`src/rtl/mul_seq_pkg.sv`:
```
package mul_seq_pkg;

    typedef enum logic {
        CTL_IDLE = 1'b0,
        CTL_RUN  = 1'b1
    } ctl_state_e;

    // command from controller to datapath
    typedef struct packed {
        logic load;   // capture operands, clear upper half and counter
        logic step;   // one add-and-shift iteration
    } dp_cmd_t;

    function automatic int unsigned cnt_width(input int unsigned n);
        return (n <= 2) ? 1 : $clog2(n);
    endfunction

endpackage

```
`src/rtl/mul_seq_counter.sv`:
```
module mul_seq_counter
    import mul_seq_pkg::*;
#(
    parameter int unsigned N = 8
) (
    input  logic clk,
    input  logic rst,
    input  logic clear,
    input  logic advance,
    output logic last
);
    localparam int unsigned CW = cnt_width(N);
    localparam logic [CW-1:0] LAST_VAL = CW'(N - 1);

    logic [CW-1:0] cnt_q;
    logic [CW-1:0] cnt_d;

    always_comb begin
        cnt_d = cnt_q;
        if (clear) begin
            cnt_d = '0;
        end else if (advance) begin
            cnt_d = (cnt_q == LAST_VAL) ? '0 : cnt_q + 1'b1;
        end
    end

    always_ff @(posedge clk) begin
        if (rst) cnt_q <= '0;
        else     cnt_q <= cnt_d;
    end

    assign last = (cnt_q == LAST_VAL);

    assert_count_step_R9: assert property (@(posedge clk) disable iff (rst)
        (advance && !clear && !last) |=> (cnt_q == $past(cnt_q) + 1'b1));

    assert_count_bound_R9: assert property (@(posedge clk) disable iff (rst)
        cnt_q <= LAST_VAL);

endmodule

```
`src/rtl/mul_seq_dp.sv`:
```
module mul_seq_dp
    import mul_seq_pkg::*;
#(
    parameter int unsigned N = 8
) (
    input  logic            clk,
    input  logic            rst,
    input  dp_cmd_t         cmd,
    input  logic [N-1:0]    x_in,
    input  logic [N-1:0]    y_in,
    output logic            last,
    output logic [2*N-1:0]  product
);
    localparam int unsigned EW = N + 1;

    logic [N-1:0]  upper_q, upper_d;   // accumulator half
    logic [N-1:0]  lower_q, lower_d;   // multiplier half
    logic [N-1:0]  mcand_q, mcand_d;
    logic [EW-1:0] mcand_ext;
    logic [EW-1:0] addend;
    logic [EW-1:0] carry_in;
    logic [EW-1:0] sum;

    mul_seq_counter #(.N(N)) u_counter (
        .clk     (clk),
        .rst     (rst),
        .clear   (cmd.load),
        .advance (cmd.step),
        .last    (last)
    );

    // complementer and sign-extended adder
    always_comb begin
        mcand_ext = {mcand_q[N-1], mcand_q};
        addend    = '0;
        carry_in  = '0;
        if (lower_q[0]) begin
            if (last) begin
                addend   = ~mcand_ext;
                carry_in = EW'(1);
            end else begin
                addend   = mcand_ext;
            end
        end
        sum = {upper_q[N-1], upper_q} + addend + carry_in;
    end

    // next-state for the register halves: shift happens by wiring
    always_comb begin
        upper_d = upper_q;
        lower_d = lower_q;
        mcand_d = mcand_q;
        if (cmd.load) begin
            upper_d = '0;
            lower_d = x_in;
            mcand_d = y_in;
        end else if (cmd.step) begin
            upper_d = sum[EW-1:1];
            lower_d = {sum[0], lower_q[N-1:1]};
        end
    end

    always_ff @(posedge clk) begin
        if (rst) begin
            upper_q <= '0;
            lower_q <= '0;
            mcand_q <= '0;
        end else begin
            upper_q <= upper_d;
            lower_q <= lower_d;
            mcand_q <= mcand_d;
        end
    end

    assign product = {upper_q, lower_q};

    assert_load_capture_R2: assert property (@(posedge clk) disable iff (rst)
        cmd.load |=> (upper_q == '0 && lower_q == $past(x_in) && mcand_q == $past(y_in)));

    assert_mcand_hold_R8: assert property (@(posedge clk) disable iff (rst)
        (cmd.step && !cmd.load) |=> $stable(mcand_q));

endmodule

```
`src/rtl/mul_seq_ctrl.sv`:
```
module mul_seq_ctrl
    import mul_seq_pkg::*;
(
    input  logic    clk,
    input  logic    rst,
    input  logic    start,
    input  logic    last,
    output dp_cmd_t cmd,
    output logic    done
);
    ctl_state_e state_q, state_d;
    logic       done_d;

    always_comb begin
        state_d  = state_q;
        done_d   = done;
        cmd.load = 1'b0;
        cmd.step = 1'b0;
        unique case (state_q)
            CTL_IDLE: begin
                if (start) begin
                    cmd.load = 1'b1;
                    done_d   = 1'b0;
                    state_d  = CTL_RUN;
                end
            end
            CTL_RUN: begin
                cmd.step = 1'b1;
                if (last) begin
                    done_d  = 1'b1;
                    state_d = CTL_IDLE;
                end
            end
            default: state_d = CTL_IDLE;
        endcase
    end

    always_ff @(posedge clk) begin
        if (rst) begin
            state_q <= CTL_IDLE;
            done    <= 1'b0;
        end else begin
            state_q <= state_d;
            done    <= done_d;
        end
    end

    assert_reset_idle_R1: assert property (@(posedge clk)
        rst |=> (!done && state_q == CTL_IDLE));

    assert_finish_R3: assert property (@(posedge clk) disable iff (rst)
        (cmd.step && last) |=> (done && state_q == CTL_IDLE));

    assert_done_idle_R7: assert property (@(posedge clk) disable iff (rst)
        done |-> (state_q == CTL_IDLE));

    assert_start_ignored_R8: assert property (@(posedge clk) disable iff (rst)
        (state_q == CTL_RUN && !last && start) |=> (state_q == CTL_RUN && !done));

endmodule

```
`src/rtl/mul_signed_seq.sv`:
```
module mul_signed_seq
    import mul_seq_pkg::*;
#(
    parameter int unsigned N = 8
) (
    input  logic           clk,
    input  logic           rst,
    input  logic           start,
    input  logic [N-1:0]   x_in,
    input  logic [N-1:0]   y_in,
    output logic [2*N-1:0] product,
    output logic           done
);
    dp_cmd_t cmd;
    logic    last;

    mul_seq_ctrl u_ctrl (
        .clk   (clk),
        .rst   (rst),
        .start (start),
        .last  (last),
        .cmd   (cmd),
        .done  (done)
    );

    mul_seq_dp #(.N(N)) u_dp (
        .clk     (clk),
        .rst     (rst),
        .cmd     (cmd),
        .x_in    (x_in),
        .y_in    (y_in),
        .last    (last),
        .product (product)
    );

    assert_product_hold_R7: assert property (@(posedge clk) disable iff (rst)
        (done && !start) |=> ($stable(product) && done));

endmodule

```
`config.mk`:
```
export PLATFORM = sky130hd
export DESIGN_NAME = mul_signed_seq
export DESIGN_NICKNAME = d
export VERILOG_FILES = /design/src/rtl/mul_seq_pkg.sv /design/src/rtl/mul_seq_counter.sv /design/src/rtl/mul_seq_dp.sv /design/src/rtl/mul_seq_ctrl.sv /design/src/rtl/mul_signed_seq.sv
export SDC_FILE = /design/constraint.sdc
export NUM_CORES = 1
export LEC_CHECK = 0
export BUFFER_PORTS_ARGS = -buffer_cell sky130_fd_sc_hd__buf_2
export CELL_PAD_IN_SITES_DETAIL_PLACEMENT = 0
export CELL_PAD_IN_SITES_GLOBAL_PLACEMENT = 1
export CORE_ASPECT_RATIO = 1.1
export CORE_UTILIZATION = 40
export DETAILED_ROUTE_END_ITERATION = 12
export HOLD_SLACK_MARGIN = 0.02
export PLACE_DENSITY_LB_ADDON = 0.1
export SLEW_MARGIN = 40
export SYNTH_ARGS = -nofsm -noshare
export SYNTH_HDL_FRONTEND = slang
export SYNTH_HIERARCHICAL = 1
export SYNTH_SLANG_ARGS = --single-unit
```
`constraint.sdc`:
```
create_clock -name clk -period 3.6 [get_ports clk]
set_input_delay 0.18 -clock clk [delete_from_list [all_inputs] [get_ports clk]]
set_output_delay 0.18 -clock clk [all_outputs]
set_load 0.05 [all_outputs]
```
==> out/summary.log <==
qor: power.ir_drop 0.2362 mV
qor: cts.cts_setup_buffers 0
qor: setup_path.rr_endpoint u_dp/upper_q[1]
qor: setup_path.worst_ep_arrival_time 3020 ps
qor: floorplanning.placementRows 24
qor: grt.overflow 0
qor: timing.min_period 2862 ps
qor: timing.fmaxAchievable 349.4 MHz
qor: placed_design.place_congestion 0.8476
qor: power.power.total 820.4 µW
qor: timing.slew_violations 0
qor: synthesis.post_synth_inst_count 179
qor: timing.finalWorstSetupSlack 737.6 ps
qor: setup_path.max_stage_delay 520 ps
qor: cts.cts_root_buf sky130_fd_sc_hd__clkbuf_8
qor: setup_path.end_kind flop
qor: cts.clock_insertion_delay_worst_skew 280 ps
qor: finish.area_growth_syn_to_layout 18.78%
qor: drt.dr_wl_met3 109 µm
qor: finish.final_non_filler_cell_total 266
qor: timing.timing.final.crit_share 0.7951
qor: synthesis.postSynthAreaPerCell 9.192 µm²
qor: min_path.hold-path-endpoint u_dp/lower_q[2]
qor: synthesis.synth_ff_type sky130_fd_sc_hd__dfxtp_1
qor: placed_design.io_buffers 35
qor: drt.detailed_router_s_first_iteration_violation_count 39
qor: cts.clock_transition_time_at_the_flip_flop_clock_pins_of_the_worst_setup_and_hold_paths 70 ps
qor: setup_path.worstPathCellList ha_1, ha_1, xor2_1, and2_1, fa_1, fa_1, xnor2_1, a2111oi_0
qor: timing.timing.slew.headroom 0.6155
qor: floorplanning.fp.dieW 63.15 µm
qor: timing.final-hold-violation-count 0
qor: cts.ctsResizeCount 0
qor: power.total_leakage_power 0.9348 nW
qor: drt.detail_route.wl_per_cell 13.48 µm
qor: drt.route.top_layer_used met4
qor: cts.tritoncts_clock_tree built
qor: grt.via_count_of_the_first_global_routing_pass 1,286
qor: synthesis.post_synth_instance_area 0.001645 mm²
qor: synthesis.count_leader_synth sky130_fd_sc_hd__dfxtp_1
qor: floorplanning.die_h 69.27 µm
qor: grt.antenna_found_initial 0
qor: synthesis.synth.largest_area_cell sky130_fd_sc_hd__dfxtp_1
qor: timing.tns 0 ps
qor: synthesis.ys_async_sr_fraction 0
qor: drt.wirelength_met1 1.710 mm
qor: floorplanning.core_region_area 0.003964 mm²
qor: synthesis.post_synthesis_sequential_area_ratio 0.3529
qor: floorplanning.pin_count 36
qor: finish.fin_nets 243
qor: cts.cts.sinks 29
qor: power.total_power_per_unit_cell_area 419.8 mW/mm²
qor: setup_path.worstSetupPathType reg2reg
qor: synthesis.edff_count_synth 0
qor: placed_design.dp_worst_setup_slack 713.0 ps
qor: synthesis.yosys_warnings 6
qor: setup_path.worstSetupStartpointType flop
qor: finish.final_core_util 0.4931
qor: floorplanning.fp.dieArea 0.004374 mm²
qor: timing.finalSetupViolCount 0
qor: timing.rsz0062_at_grt no
qor: drt.final_antenna_net_count 0
qor: synthesis.synthesis.nets 209
qor: synthesis.netlist.area_leader.share 0.3529
qor: grt.grt_pass1_wl 6.147 mm
qor: setup_path.cp_top_family adder cells
qor: setup_path.setup.reg_to_reg.worst_slack 740 ps
qor: synthesis.ys_types 38
qor: floorplanning.initial_cell_density_of_the_core 0.4151
qor: placed_design.placedCellCount 258
qor: setup_path.cp_data_required_time 3760 ps
qor: grt.pin_count_of_the_biggest_net_entering_global_routing 34
qor: cts.cts-htree-levels 2
qor: run.drv_cap 0
qor: setup_path.critical_path.slowest_cell sky130_fd_sc_hd__ha_1
qor: timing.finalClockSkew 4.864 ps
qor: cts.ctsHoldBuffers 0
qor: status.status finished, final reports clean
qor: timing.pin_slew_with_the_least_headroom_to_its_limit 576.8 ps
qor: placed_design.placed_wire_length_estimate_after_detailed_placement 2.579 mm
qor: cts.cts_buffers 5
qor: min_path.holdPathStages 3
qor: synthesis.yosys-top-cells-area sky130_fd_sc_hd__dfxtp_1 35%, sky130_fd_sc_hd__mux2i_1 11%, sky130_fd_sc_hd__ha_1 6.8%
qor: cts.max-clock-path-buffers 2
qor: finish.layout-drive-gt1-share 0.2290
qor: min_path.timing.hold.worst.start x_in[2]
qor: synthesis.yosys_register_bits 29
qor: drt.wl_met2 1.726 mm
qor: drt.routed-via-count 1,346
qor: setup_path.reg2reg_depth 8
qor: drt.drc_errors 0
qor: setup_path.path_max_fanout 13
qor: drt.post_drt_via_cell_ratio 5.060
qor: drt.drt_first_pass_iters 4
qor: drt.routed_wirelength 3.585 mm
qor: synthesis.synth_top_cells_by_count 29 x sky130_fd_sc_hd__dfxtp_1, 27 x sky130_fd_sc_hd__nor2_1, 18 x sky130_fd_sc_hd__mux2i_1, 13 x sky130_fd_sc_hd__a21oi_1
qor: setup_path.crit_buf_inv 0
qor: finish.antenna_cells_inserted 0
qor: grt.groute.usage.overall 0.1802
qor: min_path.timing.hold.worst.class in2reg
qor: setup_path.worstReg2RegStart u_dp/u_counter/cnt_q[0]
[registers in the layout, indices dropped and copies added, names as in the netlist]
register              count
u_ctrl/done               1
u_ctrl/state_q            1
u_dp/u_counter/cnt_q      3
u_dp/upper_q              8
u_dp/mcand_q              8
u_dp/lower_q              8
[kinds of logic (layout without fill, tap and decap cells)]
family	Yosys count	count (layout)	synth area share
AO/OA/AOI/OAI	31	31	0.1186
XOR/XNOR	13	13	0.06920
adder cells (fa/ha/maj)	11	11	0.09278
buffers and inverters	14	49	0.04867
flip-flops	29	29	0.3529
multiplexers	19	19	0.1163
AND/OR/NAND/NOR	62	62	0.2015
[power by group]
group | switching (mW) | total, mW | internal (mW)
Combinational | 0.0768 | 0.121 | 0.0441
Sequential | 0.0121 | 0.348 | 0.336
Clock | 0.126 | 0.351 | 0.225
[metrics by stage]
step	area, µm²	hold WS (ps)
2_1_floorplan	1645	244.6
3_3_place_gp	1838	408.5
3_5_place_dp	1838	418.4
4_1_cts	1954	123.0
5_1_grt	1954	134.5
6_report	1954	131.9
[how the worst max path moves through the flow]
| stage | startpoint | to | slack [ps] | cells past startpoint |
|---|---|---|---|---|
| CTS | u_dp/u_counter/cnt_q[0] | u_dp/upper_q[1] | 670 | 8 |
| floorplan | u_dp/u_counter/cnt_q[0] | u_dp/upper_q[1] | 1010 | 9 |
| finish | u_dp/u_counter/cnt_q[0] | u_dp/upper_q[1] | 740 | 8 |
| detailed placement | u_dp/u_counter/cnt_q[0] | u_dp/upper_q[1] | 710 | 8 |
| global route | u_dp/u_counter/cnt_q[0] | u_dp/upper_q[1] | 450 | 8 |
| global placement | u_dp/u_counter/cnt_q[0] | u_dp/upper_q[5] | 900 | 10 |
[worst register-to-register path: stages (launching register included)]
cell,delay [ps]
sky130_fd_sc_hd__dfxtp_1,350
sky130_fd_sc_hd__ha_1,160
sky130_fd_sc_hd__ha_1,520
sky130_fd_sc_hd__xor2_1,140
sky130_fd_sc_hd__and2_1,210
sky130_fd_sc_hd__fa_1,440
sky130_fd_sc_hd__fa_1,420
sky130_fd_sc_hd__xnor2_1,140
sky130_fd_sc_hd__a2111oi_0,370
[cells in the final DEF (no fill, tap or decap), types with 4 or more instances in the layout]
master                     Yosys  final
sky130_fd_sc_hd__a21oi_1      13     13
sky130_fd_sc_hd__and2_1        9      9
sky130_fd_sc_hd__nor2_1       27     27
sky130_fd_sc_hd__clkbuf_8      0      6
sky130_fd_sc_hd__mux2i_1      18     18
sky130_fd_sc_hd__nand2b_1      4      4
sky130_fd_sc_hd__inv_1         4      4
sky130_fd_sc_hd__ha_1          9      9
sky130_fd_sc_hd__nand3b_1      4      4
sky130_fd_sc_hd__xnor2_1       4      4
sky130_fd_sc_hd__nand2_1       5      5
sky130_fd_sc_hd__o21ai_0       6      6
sky130_fd_sc_hd__dfxtp_1      29     29
sky130_fd_sc_hd__buf_2         4     35
sky130_fd_sc_hd__xor2_1        9      9
[layout make-up]
cell class | instances | area, µm²
fillers | 409 | 2009
multi-input cells | 136 | 987.2
flip-flops and latches | 29 | 580.6
repair buffers | 37 | 190.2
clock buffers | 7 | 86.33
well taps | 52 | 65.06
clock inverters | 1 | 30.03
inverters | 4 | 15.01
[metal layers]
layer,track usage,vias up
met5,0,-
met4,0.06202,0
met3,0.04441,4
met2,0.2951,24
met1,0.2282,628
li1,-,690
(Power assumes the default switching activity.)
